$ cat config.mk
export PLATFORM = sky130hd
export DESIGN_NAME = cfg_loader
export DESIGN_NICKNAME = d
export VERILOG_FILES = /design/src/rtl/cfg_loader_pkg.sv /design/src/rtl/cfg_fetch_seq.sv /design/src/rtl/cfg_reg_bank.sv /design/src/rtl/cfg_read_port.sv /design/src/rtl/cfg_loader.sv
export SDC_FILE = /design/constraint.sdc
export NUM_CORES = 1
export LEC_CHECK = 0
export BUFFER_PORTS_ARGS = -buffer_cell sky130_fd_sc_hd__buf_2
export CORE_AREA = 8 8 78 80
export DETAILED_ROUTE_END_ITERATION = 10
export DIE_AREA = 0 0 86 88
export PLACE_DENSITY = 0.77
export SETUP_SLACK_MARGIN = 0.4
export SYNTH_ARGS = -nofsm -noshare
export SYNTH_HDL_FRONTEND = slang
export SYNTH_SLANG_ARGS = --single-unit
$ cat constraint.sdc
create_clock -name clk -period 2.4 [get_ports clk]
set_input_delay 0.12 -clock clk [delete_from_list [all_inputs] [get_ports clk]]
set_output_delay 0.12 -clock clk [all_outputs]
set_load 0.02 [all_outputs]
$ cat src/rtl/cfg_loader_pkg.sv
package cfg_loader_pkg;

  localparam int CFG_N  = 8;
  localparam int CFG_IW = $clog2(CFG_N);

  typedef logic [7:0] cfg_byte_t;

  // Implemented-bit mask of register idx. Odd registers hold the high byte of
  // a flash word, whose upper nibble is reserved and never reaches a register.
  function automatic cfg_byte_t cfg_mask(int unsigned idx, bit reduced);
    cfg_byte_t m;
    case (idx)
      0:       m = 8'hE1;
      1:       m = 8'h04;
      2:       m = 8'hC7;
      3:       m = 8'h0F;
      4:       m = 8'h00;
      5:       m = 8'h01;
      6:       m = 8'hC3;
      7:       m = 8'h0F;
      default: m = 8'h00;
    endcase
    if (reduced && idx >= 6) m = 8'h00;
    if ((idx % 2) == 1) m = m & 8'h0F;
    return m;
  endfunction

endpackage

$ cat src/rtl/cfg_fetch_seq.sv
module cfg_fetch_seq
  import cfg_loader_pkg::*;
#(
  parameter int FLASH_AW = 15
) (
  input  logic                clk,
  input  logic                rst,
  output logic                flash_rd,
  output logic [FLASH_AW-1:0] flash_addr,
  output logic                wr_en,
  output logic [CFG_IW-1:0]   wr_idx,
  output logic                ready
);

  localparam logic [FLASH_AW-1:0] BASE     = {FLASH_AW{1'b1}} ^ FLASH_AW'(CFG_N - 1);
  localparam logic [CFG_IW-1:0]   LAST_IDX = CFG_IW'(CFG_N - 1);

  typedef enum logic [1:0] {LD_IDLE, LD_FETCH, LD_DONE} ld_state_t;

  ld_state_t            st;
  logic [CFG_IW-1:0]    issue_idx;
  logic                 rd_q;
  logic [FLASH_AW-1:0]  addr_q;
  logic                 cap_vld;
  logic [CFG_IW-1:0]    cap_idx;
  logic                 last_q;
  logic                 ready_q;

  always_ff @(posedge clk) begin
    if (rst) begin
      st        <= LD_IDLE;
      issue_idx <= '0;
      rd_q      <= 1'b0;
      addr_q    <= BASE;
      cap_vld   <= 1'b0;
      cap_idx   <= '0;
      last_q    <= 1'b0;
      ready_q   <= 1'b0;
    end else begin
      // capture stage: the byte requested this cycle arrives next cycle
      cap_vld <= rd_q;
      cap_idx <= issue_idx;
      last_q  <= cap_vld && (cap_idx == LAST_IDX);
      ready_q <= ready_q | last_q;
      unique case (st)
        LD_IDLE: begin
          st        <= LD_FETCH;
          rd_q      <= 1'b1;
          addr_q    <= BASE;
          issue_idx <= '0;
        end
        LD_FETCH: begin
          if (issue_idx == LAST_IDX) begin
            st   <= LD_DONE;
            rd_q <= 1'b0;
          end else begin
            issue_idx <= issue_idx + 1'b1;
            addr_q    <= addr_q + 1'b1;
          end
        end
        default: rd_q <= 1'b0;
      endcase
    end
  end

  assign flash_rd   = rd_q;
  assign flash_addr = addr_q;
  assign wr_en      = cap_vld;
  assign wr_idx     = cap_idx;
  assign ready      = ready_q;

endmodule

$ cat src/rtl/cfg_reg_bank.sv
module cfg_reg_bank
  import cfg_loader_pkg::*;
#(
  parameter bit REDUCED = 1'b0
) (
  input  logic                  clk,
  input  logic                  rst,
  input  logic                  wr_en,
  input  logic [CFG_IW-1:0]     wr_idx,
  input  cfg_byte_t             wr_data,
  output cfg_byte_t [CFG_N-1:0] bank_q
);

  for (genvar i = 0; i < CFG_N; i++) begin : g_reg
    localparam cfg_byte_t MASK = cfg_mask(i, REDUCED);
    if (MASK == 8'h00) begin : g_absent
      assign bank_q[i] = '0;
    end else begin : g_live
      cfg_byte_t r;
      always_ff @(posedge clk) begin
        if (rst)
          r <= MASK;
        else if (wr_en && (wr_idx == CFG_IW'(i)))
          r <= wr_data & MASK;
      end
      assign bank_q[i] = r;
    end
  end

endmodule

$ cat src/rtl/cfg_read_port.sv
module cfg_read_port
  import cfg_loader_pkg::*;
#(
  parameter int              MAP_AW   = 22,
  parameter logic [MAP_AW-1:0] MAP_BASE = 22'h300000,
  parameter bit              REDUCED  = 1'b0
) (
  input  logic                  clk,
  input  logic                  rst,
  input  logic [MAP_AW-1:0]     raddr,
  input  logic                  ready,
  input  cfg_byte_t [CFG_N-1:0] bank_q,
  output cfg_byte_t             rdata
);

  logic              in_win;
  logic [CFG_IW-1:0] sel;
  cfg_byte_t         nxt;

  always_comb begin
    in_win = (raddr[MAP_AW-1:CFG_IW] == MAP_BASE[MAP_AW-1:CFG_IW]);
    sel    = raddr[CFG_IW-1:0];
    if (!in_win)
      nxt = '0;
    else if (ready)
      nxt = bank_q[sel];
    else
      nxt = cfg_mask(32'(sel), REDUCED);
  end

  always_ff @(posedge clk) begin
    if (rst) rdata <= '0;
    else     rdata <= nxt;
  end

endmodule

$ cat src/rtl/cfg_loader.sv
module cfg_loader
  import cfg_loader_pkg::*;
#(
  parameter int                FLASH_AW = 15,
  parameter int                MAP_AW   = 22,
  parameter logic [MAP_AW-1:0] MAP_BASE = 22'h300000,
  parameter bit                REDUCED  = 1'b0
) (
  input  logic                clk,
  input  logic                rst,
  output logic                flash_rd,
  output logic [FLASH_AW-1:0] flash_addr,
  input  logic [7:0]          flash_rdata,
  input  logic [MAP_AW-1:0]   cfg_raddr,
  output logic [7:0]          cfg_rdata,
  output logic                cfg_ready
);

  logic                  wr_en;
  logic [CFG_IW-1:0]     wr_idx;
  logic                  ready;
  cfg_byte_t [CFG_N-1:0] bank_q;

  cfg_fetch_seq #(.FLASH_AW(FLASH_AW)) u_seq (
    .clk(clk), .rst(rst),
    .flash_rd(flash_rd), .flash_addr(flash_addr),
    .wr_en(wr_en), .wr_idx(wr_idx), .ready(ready)
  );

  cfg_reg_bank #(.REDUCED(REDUCED)) u_bank (
    .clk(clk), .rst(rst),
    .wr_en(wr_en), .wr_idx(wr_idx), .wr_data(flash_rdata),
    .bank_q(bank_q)
  );

  cfg_read_port #(.MAP_AW(MAP_AW), .MAP_BASE(MAP_BASE), .REDUCED(REDUCED)) u_rd (
    .clk(clk), .rst(rst),
    .raddr(cfg_raddr), .ready(ready), .bank_q(bank_q),
    .rdata(cfg_rdata)
  );

  assign cfg_ready = ready;

endmodule

[Yosys cells after proc, flatten, opt, wreduce, memory -nomap -nowiden]
Memory sizes are Yosys's and may differ from the RTL's.
Cells that the tools add are included.
Widths: inputs -> output; s select.
Storage, ports and cells
  bits in read-only memories: 56
  logic and storage cells: 58
  input bits: 32
  memories kept: 1
  output and inout bits: 25
  bits in registers: 58
Operators by class
  add/subtract/negate cells: 2
  bitwise operators: 2
  muxes and demuxes: 12
  reductions and logical operators: 13
  $lt $le $gt $ge: 1
  eq/ne operators: 11
Memory list
  (name not given): depth 8, bits a word 7, read ports 1, clocked after Yosys merged registers in 0, write ports 0, line cfg_loader_pkg.sv:12  | case (idx)
Operator list (number)
  $pmux 15 s2: 1
  $bmux 8 s3: 1
  $mux 8: 3
  $eq 19x19->1 const B: 1
  $add 15x1->15 const B: 1
  $mux 15: 1
  $eq 3x3->1 const B: 4
  $logic_and 1x1->1: 7
  $eq 3x2->1 const B: 2
  $pmux 3 s2: 1
  $lt 3x4->1 const B: 1
  $pmux 2 s2: 1
  $reduce_and 2->1: 2
  $add 3x1->3 const B: 1
  $eq 3x1->1 const B: 1
  $logic_not 3->1: 1
  $mux 3: 1
  $eq 2x1->1 const B: 1
  $logic_not 2->1: 1
  $mux 2: 1
  $ne 2x1->1 const B: 1
  $ne 2x2->1 const B: 1
  $pmux 1 s2: 1
  $reduce_bool 2->1: 1
  4 further kinds: 4

[Logic depth before layout (Yosys ltp)]
Gate-level depths: netlist of run 1.
  depth in word-level cells: 3
  gate-level depth with buffers: 8
  depth with buffers taken out: 6

[Modules after synthesis]
From an unflattened synthesis of run 1, not the netlist that was laid out.
Second synthesis, totals
  cell total of the unflattened synthesis: 358
  area total of the unflattened synthesis: 3331.9 sq um
By module, submodules not included
  cfg_reg_bank: area each 1236.2 sq um, times used 1, cells each 133, sequential area each 460.4 sq um
  cfg_fetch_seq: area each 1154.9 sq um, times used 1, cells each 127, sequential area each 540.5 sq um
  cfg_read_port: area each 940.9 sq um, times used 1, cells each 98, sequential area each 160.2 sq um

[Least setup slack after synthesis of run 1]
Ideal clock, no wire load.
  path type: reg2reg
  from: register u_seq.issue_idx[0]
  to: register u_seq.addr_q[13] (netlist: u_seq.flash_addr[13])
  buffers on the path: 2
  arrival: 1.647 ns
  required time: 2.337 ns
  clock period less this slack: 1.710 ns
  path slack: 0.690 ns
  setup time: 0.063 ns
  cell stages (with the launch flop): 9
  path through: dfxtp_1 ha_1 ha_1 buf_2 a21oi_4 buf_4 nand3_1 or3_1 nand3_1
On the way
  cells in the longest elaborated chain, start to end: 3
Ends and longest elaborated chain
  start: declaration: line cfg_fetch_seq.sv:21  | logic [CFG_IW-1:0] issue_idx;
  start signal: assignment: line cfg_fetch_seq.sv:57  | issue_idx <= issue_idx + 1'b1;
  $eq 3x3->1: line cfg_fetch_seq.sv:53  | if (issue_idx == LAST_IDX) begin
  $ne 2x2->1 (no line)
  $reduce_and 2->1 (no line)
  end signal: assignment: line cfg_fetch_seq.sv:58  | addr_q <= addr_q + 1'b1;
  end: declaration: line cfg_fetch_seq.sv:23  | logic [FLASH_AW-1:0] addr_q;
Every way passes these cells.
A chain may end at the register's enable or synchronous reset.

[Worst setup path after layout of run 1]
  from: register u_seq.issue_idx[0]
  to: register u_seq.addr_q[14] (netlist: u_seq.flash_addr[14])
The elaborated chain is that of the path after synthesis.

==> metrics.csv, run 1 <==
metric;value;unit
critical path data required time;2.67;ns
Cell variety after synth;50;
Hold Path Class;input pin to flop;
Setup violations, final;0;
Power Density;693.0;mW/mm^2
most frequent cells in the layout;57 x dfxtp_1, 54 x buf_2, 38 x nand2_1;
worst clock skew;0.004785;ns
R2R Path Start;u_seq.issue_idx[0];
antenna fix cells;0;
Worst R2R Setup Slack;0.52;ns
RR Endpoint;u_seq.flash_addr[14];
Seq cells post-synth;57;
fmax;0.5307;GHz
first-pass GRT wire length;8700;um
CTS Buffer Depth;2;
Clk Latency, worst-skew pair;0.33;ns
effective utilization at floorplan;50.71;%
Final Net Count;355;
startpoint types;flop;
core footprint;0.004912;mm^2
fin util;61.72;%
xor/xnor share of the synthesized area;3.164;%
Final Hold Fails;0;
Crit. End Element;flop;
antenna violations before repair;0;
P_leak;1.289;nW
Final Instance Area;0.003032;mm^2
fin crit period;1.884;ns
CTS sink cnt;57;
Die H;88;um
ys async rst share;0;%
Slew Viols, Final;0;
# DRC;0;
CTS tree;done;
via/cell ratio;5.153;
Synth Area in Compound Gates;10.15;%
clock transition at the registers of the reported paths;0.06;ns
Post-Synth Simple-Gate Area;23.00;%
max-cap violations;0;
GP Congestion;0.7794;
CP startpoint;u_seq.issue_idx[0];
Syn Std Cell Area;0.002491;mm^2
Root Buffer;clkbuf_8;
WL/cell;14.06;um
Reg2Reg Depth;6;
drt first-iter violations;86;
commonest non-fill, non-tap cell in the layout;dfxtp_1;
# rows;26;
Fin Setup TNS;0;ns
Post-synth EDFFs;0;
Initial DRT Pass Iterations;4;
critical path endpoint;u_seq.flash_addr[14];
H-tree depth;3;
vias;2025;
status;finished clean;
DRT antenna net count;0;
layout cells sized above 1;25.08;%
Synth Net Count;302;
Synth warnings;0;
full die area;0.007568;mm^2
Post-Synth Adder-Cell Area;2.009;%
GRT Total Usage;14.75;%
Max FO, Critical Path;10;
multiplexer area fraction after synthesis;11.05;%
vias in the first global route;1908;
area grow syn2layout;21.70;%
Non-Filler Instances;393;
IO Port Bufs;54;
Slew @ Worst Pin;0.7923;ns
dpl cells;373;
final period utilization;78.51;%
post-synthesis area per instance;9.365;um^2
arrival time at the worst endpoint;2.16;ns
Syn Inst Count;266;
Slew headroom;46.99;%
Routed WL;5524;um
kind of critical path;flop to flop;
Detail Placement HPWL;3913;um
I/O pin count;57;
grt ovf;0;
RSZ-0062 raised after global routing;false;
largest net degree at the start of global routing;24;
largest family of logic cells by synthesized area;simple AND/OR/NAND/NOR gates;
VDD IR max;521.2;uV
placement-stage cell area;0.002763;mm^2
number of clock buffers inserted by TritonCTS;9;
Die Wd;86;um
main flop type after synthesis;dfxtp_1;
sequential share of the synthesized area;45.81;%
area by class of cell:
cell class	instances	area (um^2)
fillers	408	1881
multi-input cells	184	1234
flip-flops and latches	57	1141
repair buffers	59	310.3
clock buffers	13	168.9
well taps	70	87.58
clock inverters	2	60.06
inverters	8	30.03
Yosys cell counts, types with 2 or more instances:
cell      count  area (um^2)
or3_1         3        18.77
nor3b_1       2        15.01
and3_1        4        25.02
inv_1         8        30.03
nand2b_1      3        18.77
a32oi_1       2        17.52
a22o_1        2        17.52
nand4b_1      2        17.52
dfxtp_1      57         1141
mux2_2        2        22.52
nand4_1       7        43.79
ha_1          4        50.05
nor4_1        5        31.28
a22oi_1       5        37.54
and4_1        2        17.52
clkbuf_1      8        30.03
buf_2         6        30.03
nor2_1       16        60.06
o21ai_0       8        40.04
nand2_1      38        142.6
and2_1        3        18.77
nand3_1      11        55.05
nor2b_1       5        31.28
mux2i_1      23        230.2
buf_4         2        15.01
o22ai_1       3        18.77
a21oi_1       4        20.02
xor2_1        9        78.83
registers in the layout, summed over array words and instances (netlist names):
signal             count
u_bank.g.g_live.r     23
u_seq.wr_idx           3
u_seq.st               2
u_seq.flash_addr      15
u_seq.flash_rd         1
u_seq.ready            1
u_rd.rdata             7
u_seq.issue_idx        3
u_seq.last_q           1
u_seq.wr_en            1
where the power goes:
group	total [mW]	switching, mW	internal, mW
Combinational	0.101	0.0562	0.0451
Sequential	0.970	0.0124	0.958
Clock	1.03	0.365	0.665
Total	2.10	0.434	1.67
what timing repair did:
item / CTS / global route
hold buffers: 1 / 0
setup buffers: 0 / 4
gates resized for setup: 0 / 0
endpoints found under the setup margin: 0 / 2
endpoints found under the hold margin: 1 / 0
worst min-delay path by stage:
stage | start | to | slack, ns | cells after the start
finish | flash_rdata[3] | u_bank.g_reg[7].g_live.r[3] | 0.01 | 3
global route | flash_rdata[3] | u_bank.g_reg[7].g_live.r[3] | 0.01 | 3
CTS | flash_rdata[3] | u_bank.g_reg[7].g_live.r[3] | 0.003 | 3
detailed placement | flash_rdata[5] | u_bank.g_reg[0].g_live.r[5] | 0.34 | 3
global placement | flash_rdata[5] | u_bank.g_reg[0].g_live.r[5] | 0.34 | 3
floorplan | flash_rdata[0] | u_bank.g_reg[5].g_live.r[0] | 0.25 | 2
critical path, cell delays in order (launching register included):
cell and delay (ns):
dfxtp_1 0.33, ha_1 0.20, ha_1 0.29, a21oi_4 0.33, nand3_4 0.11, or4_1 0.47, nand3_1 0.09
cells by family after synthesis:
kind of cell,after synthesis
and+or+nand+nor,109
DFF,57
AOI/OAI and AO/OA,35
muxes,26
buffers and inverters,25
xor gates and xnor gates,9
adders and majority gates,4
other,1
stage by stage:
| step | power [mW] | setup WS [ns] | hold WS, ns |
|---|---|---|---|
| floorplan | 1.051 | 0.6899 | 0.2451 |
| global placement | 1.088 | 0.4867 | 0.3358 |
| detailed placement | 1.091 | 0.4591 | 0.3449 |
| CTS | 2.114 | 0.4584 | 0.003317 |
| global route | 2.175 | 0.4075 | 0.01204 |
| finish | 2.101 | 0.5158 | 0.01272 |
layer usage:
| metal | track usage [%] | wire length, um | vias up |
|---|---|---|---|
| li1 | - | - | 1038 |
| met5 | 0 | 0 | - |
| met3 | 6.285 | 287 | 11 |
| met2 | 24.14 | 2712 | 40 |
| met4 | 7.006 | 89 | 0 |
| met1 | 16.18 | 2434 | 936 |
(Power assumes the default switching activity.)
==> inputs of run 2 (changes only) <==
==> constraint.sdc (replaced) <==
create_clock -name clk -period 1.9 [get_ports clk]
set_input_delay 0.095 -clock clk [delete_from_list [all_inputs] [get_ports clk]]
set_output_delay 0.095 -clock clk [all_outputs]
set_load 0.02 [all_outputs]
==> metrics.csv, run 2 (synthesis results as in run 1) <==
metric;value;unit;change
final period utilization;83.86;%;+5.4 points
buffers and inverters on the worst path;0;;unchanged
most used cell, CP;ha_4;;
Root Buffer;clkbuf_8;;
routing usage on met2;24.63;%;+0.49 points
effective utilization at floorplan;50.71;%;unchanged
startpoint types;flop;;
Crit. End Element;flop;;
full die area;0.007568;mm^2;unchanged
DRT antenna net count;0;;unchanged
number of clock buffers inserted by TritonCTS;9;;unchanged
fin crit period;1.593;ns;-0.2909 ns
layout cells sized above 1;28.83;%;+3.8 points
critical path data required time;2.18;ns;-0.49 ns
arrival time at the worst endpoint;1.87;ns;-0.29 ns
GP Congestion;0.7652;;-1.8%
kind of critical path;flop to flop;;
Die Wd;86;um;unchanged
total chip power;2.320;mW;+10%
P_leak;1.305;nW;+1.2%
Top reg by flops;u_bank.g.g_live.r;;
Routed WL;5443;um;-1.5%
clock transition at the registers of the reported paths;0.06;ns;about the same
Worst path max stage delay;0.47;ns;about the same
Power Density;745.4;mW/mm^2;+7.6%
IO Port Bufs;54;;unchanged
CTS sink cnt;57;;unchanged
Hold Path Class;input pin to flop;;
met1 usage;16.13;%;-0.046 points
area grow syn2layout;24.96;%;
largest net degree at the start of global routing;24;;unchanged
Die H;88;um;unchanged
I/O pin count;57;;unchanged
Initial DRT Pass Iterations;4;;unchanged
max-cap violations;0;;unchanged
Largest delay share family, worst path;simple AND/OR/NAND/NOR gates;;
Final Hold Fails;0;;unchanged
crit path cell chain;ha_4 > ha_4 > a21oi_4 > nand3_4 > or4_1 > nand3_1;;
via/cell ratio;5.141;;-0.22%
antenna fix cells;0;;unchanged
H-tree depth;3;;unchanged
Clk Latency, worst-skew pair;0.33;ns;about the same
met3 usage;6.004;%;-0.28 points
CTS tree;done;;
worst clock skew;0.006619;ns;+0.001834 ns
# rows;26;;unchanged
number of flip-flops under the largest register name;23;;unchanged
Fin Setup TNS;0;ns;unchanged
most frequent cells in the layout;54 x buf_2, 54 x dfxtp_1, 38 x nand2_1;;
VDD IR max;460.0;uV;-12%
WL/cell;13.51;um;-3.9%
RSZ-0062 raised after global routing;true;;
core footprint;0.004912;mm^2;unchanged
first-pass GRT wire length;8983;um;+3.3%
Max FO, Critical Path;5;;-5
# DRC;0;;unchanged
Setup violations, final;0;;unchanged
Worst R2R Setup Slack;0.31;ns;-0.21 ns
GRT Total Usage;15.05;%;+0.30 points
Final Net Count;366;;+3.1%
vias;2072;;+2.3%
crit path max-delay cell type;or4_1;;
busiest layer in global routing;met2;;
fmax;0.6276;GHz;+18%
grt ovf;0;;unchanged
Slew @ Worst Pin;0.7130;ns;-0.07930 ns
status;finished clean;;
antenna violations before repair;0;;unchanged
Slew headroom;52.42;%;+5.4 points
CTS Buffer Depth;2;;unchanged
drt first-iter violations;122;;+42%
Detail Placement HPWL;3795;um;-3.0%
vias in the first global route;2015;;+5.6%
Slew Viols, Final;0;;unchanged
-- run 2: power by group --
| group | switching [mW] | internal [mW] | total [mW] |
|---|---|---|---|
| clock network | 0.425 | 0.531 | 0.956 |
| registers | 0.0164 | 1.21 | 1.23 |
| logic | 0.0737 | 0.0638 | 0.137 |
| total | 0.515 | 1.81 | 2.32 |
-- run 2: worst paths after layout --
path	from	to	cells past startpoint
setup reg to reg	u_seq.issue_idx[1]	u_seq.flash_addr[14]	6
hold reg to reg	u_seq.last_q	u_seq.ready	2
hold / removal	flash_rdata[7]	u_bank.g_reg[6].g_live.r[7]	3
setup / recovery	u_seq.issue_idx[1]	u_seq.flash_addr[14]	6
-- run 2: worst register-to-register path, stage by stage, from the launching register on --
cell	delay, ns
dfxtp_2	0.34
ha_4	0.16
ha_4	0.16
a21oi_4	0.22
nand3_4	0.10
or4_1	0.47
nand3_1	0.09
-- run 2: per-stage QoR --
stage               hold WS (ns)  cells  instance area [um^2]  setup slack [ns]  util, %
finish                   0.02219    403                  3113            0.3067    63.37
global route             0.02922    403                  3113            0.2327    63.37
CTS                      0.01104    400                  3065            0.3011    62.40
detailed placement        0.3162    377                  2825            0.2275    57.51
global placement          0.3102    377                  2825            0.2518    57.51
floorplan                 0.2201    266                  2534            0.2970        -
-- run 2: cell type report --
class / instances / area (um^2)
Sequential cell: 57 / 1147
Timing Repair Buffer: 70 / 405.4
Multi-Input combinational cell: 184 / 1280
Tap cell: 70 / 87.58
Inverter: 8 / 30.03
Fill cell: 387 / 1799
Clock buffer: 14 / 162.7
-- run 2: routing by layer --
layer	wire (um)	vias up	share of wire, %
met4	131	0	2.4
li1	-	1061	-
met5	0	-	0
met2	2502	55	46
met1	2499	945	46
met3	308	11	5.7
-- run 2: what timing repair did --
| action | CTS | global route |
|---|---|---|
| gates resized for setup | 1 | 7 |
| pin swaps | 3 | 3 |
| buffers inserted | 6 | 3 |
| cloned | 0 | 0 |
| hold buffers | 3 | 0 |
| setup endpoints to repair | 8 | 23 |
| endpoints found under the hold margin | 5 | 0 |
==> inputs of run 3 (changes only) <==
==> constraint.sdc (replaced) <==
create_clock -name clk -period 1.6 [get_ports clk]
set_input_delay 0.08 -clock clk [delete_from_list [all_inputs] [get_ports clk]]
set_output_delay 0.08 -clock clk [all_outputs]
set_load 0.02 [all_outputs]
==> metrics.csv, run 3 (synthesis results as in run 1) <==
metric;value;unit;change
status;finished clean;;
grt ovf;0;;unchanged
Root Buffer;clkbuf_8;;
VDD IR max;608.0;uV;+32%
antenna fix cells;0;;unchanged
most used cell, CP;ha_4;;
drt first-iter violations;69;;-43%
fillers;379;;-2.1%
Clk Latency, worst-skew pair;0.34;ns;about the same
antenna violations before repair;0;;unchanged
Setup violations, final;0;;unchanged
most frequent cells in the layout;54 x buf_2, 50 x dfxtp_1, 36 x nand2_1;;
CTS sink cnt;57;;unchanged
total chip power;2.999;mW;+29%
fin crit period;1.558;ns;-0.03543 ns
Final Net Count;384;;+4.9%
Top reg by flops;u_bank.g.g_live.r;;
Detail Placement HPWL;4356;um;+15%
Hold Path Class;input pin to flop;;
GP Congestion;0.7857;;+2.7%
crit path max-delay cell type;or4_1;;
full die area;0.007568;mm^2;unchanged
layout cells sized above 1;37.11;%;+8.3 points
DRT antenna net count;0;;unchanged
GRT Total Usage;17.41;%;+2.4 points
H-tree depth;3;;unchanged
clock transition at the registers of the reported paths;0.06;ns;about the same
kind of critical path;flop to flop;;
Final Hold Fails;0;;unchanged
area grow syn2layout;36.67;%;
crit path cell chain;ha_4 > ha_4 > a21oi_4 > nand3_4 > or4_1 > nand3_1;;
Worst path max stage delay;0.47;ns;about the same
Non-Filler Instances;423;;+5.0%
P_leak;1.447;nW;+11%
dpl cells;387;;+2.7%
Initial DRT Pass Iterations;4;;unchanged
Die Wd;86;um;unchanged
vias in the first global route;2261;;+12%
critical path data required time;1.88;ns;-0.30 ns
commonest non-fill, non-tap cell in the layout;buf_2;;
Max FO, Critical Path;4;;-1
vias;2204;;+6.4%
number of clock buffers inserted by TritonCTS;9;;unchanged
IO Port Bufs;54;;unchanged
number of flip-flops under the largest register name;23;;unchanged
worst clock skew;0.007296;ns;+0.0006774 ns
CTS tree;done;;
effective utilization at floorplan;50.71;%;unchanged
final period utilization;97.37;%;+14 points
WL/cell;15.27;um;+13%
Crit. End Element;flop;;
# rows;26;;unchanged
max-cap violations;0;;unchanged
CTS Buffer Depth;2;;unchanged
arrival time at the worst endpoint;1.84;ns;-0.03 ns
startpoint types;flop;;
largest net degree at the start of global routing;18;;-25%
first-pass GRT wire length;10330;um;+15%
core footprint;0.004912;mm^2;unchanged
Slew Viols, Final;0;;unchanged
# DRC;0;;unchanged
Routed WL;6458;um;+19%
fmax;0.6419;GHz;+2.3%
Power Density;880.8;mW/mm^2;+18%
RSZ-0062 raised after global routing;true;;
Die H;88;um;unchanged
via/cell ratio;5.210;;+1.3%
I/O pin count;57;;unchanged
==> run 3: what timing repair did <==
action | CTS | global route
gates resized for setup | 12 | 17
hold endpoints to repair | 13 | 0
pin swaps | 8 | 14
endpoints found under the setup margin | 34 | 32
hold buffers | 5 | 0
buffers inserted | 11 | 4
==> run 3: cell type report <==
type	instances	area [um^2]	area share, %
repair buffers	88	576.8	16.94
well taps	70	87.58	2.573
flip-flops and latches	57	1152	33.85
multi-input cells	184	1354	39.76
clock inverters	3	40.04	1.176
clock buffers	13	158.9	4.667
inverters	8	35.03	1.029
==> run 3: metal layers <==
layer  global-route usage (%)  routed length [um]  vias up
met5                        0                   0        -
met4                    9.395                 134        0
met3                    5.535                 326       15
met2                    31.07                3428       54
met1                    17.77                2568     1030
li1                         -                   -     1105
==> run 3: power breakdown <==
| part | switching, mW | total (mW) | internal (mW) |
|---|---|---|---|
| registers | 0.0174 | 1.45 | 1.44 |
| clock network | 0.543 | 1.34 | 0.799 |
| logic | 0.106 | 0.203 | 0.0973 |
==> run 3: worst max-delay path: cells and delay by family (launching register included) <==
| kind | cells | cell delay [ns] |
|---|---|---|
| AOI/OAI and AO/OA | 1 | 0.21 |
| and+or+nand+nor | 3 | 0.64 |
| DFF | 1 | 0.34 |
| adders and majority gates | 2 | 0.32 |
==> run 3: path summary, 6_finish.rpt <==
path	to	depth (start not counted)	slack [ns]	start
worst max-delay path	u_seq.flash_addr[14]	6	0.04	u_seq.issue_idx[1]
worst min-delay path	u_bank.g_reg[7].g_live.r[2]	3	0.02	flash_rdata[2]
worst max register to register	u_seq.flash_addr[14]	6	0.04	u_seq.issue_idx[1]
worst min register to register	u_bank.g_reg[3].g_live.r[1]	2	0.47	u_bank.g_reg[3].g_live.r[1]
==> run 3: per-stage QoR <==
| stage | setup slack [ns] | instance area [um^2] | TNS [ns] | hold WS (ns) | util, % |
|---|---|---|---|---|---|
| 2_1_floorplan | -0.002866 | 2569 | -0.003426 | 0.2051 | - |
| 3_3_place_gp | 0.05229 | 2939 | 0 | 0.2978 | 59.83 |
| 3_5_place_dp | 0.03611 | 2939 | 0 | 0.3024 | 59.83 |
| 4_1_cts | 0.02523 | 3304 | 0 | 0.009793 | 67.27 |
| 5_1_grt | -0.01092 | 3405 | -0.01521 | 0.02323 | 69.31 |
| 6_report | 0.04209 | 3405 | 0 | 0.01714 | 69.31 |
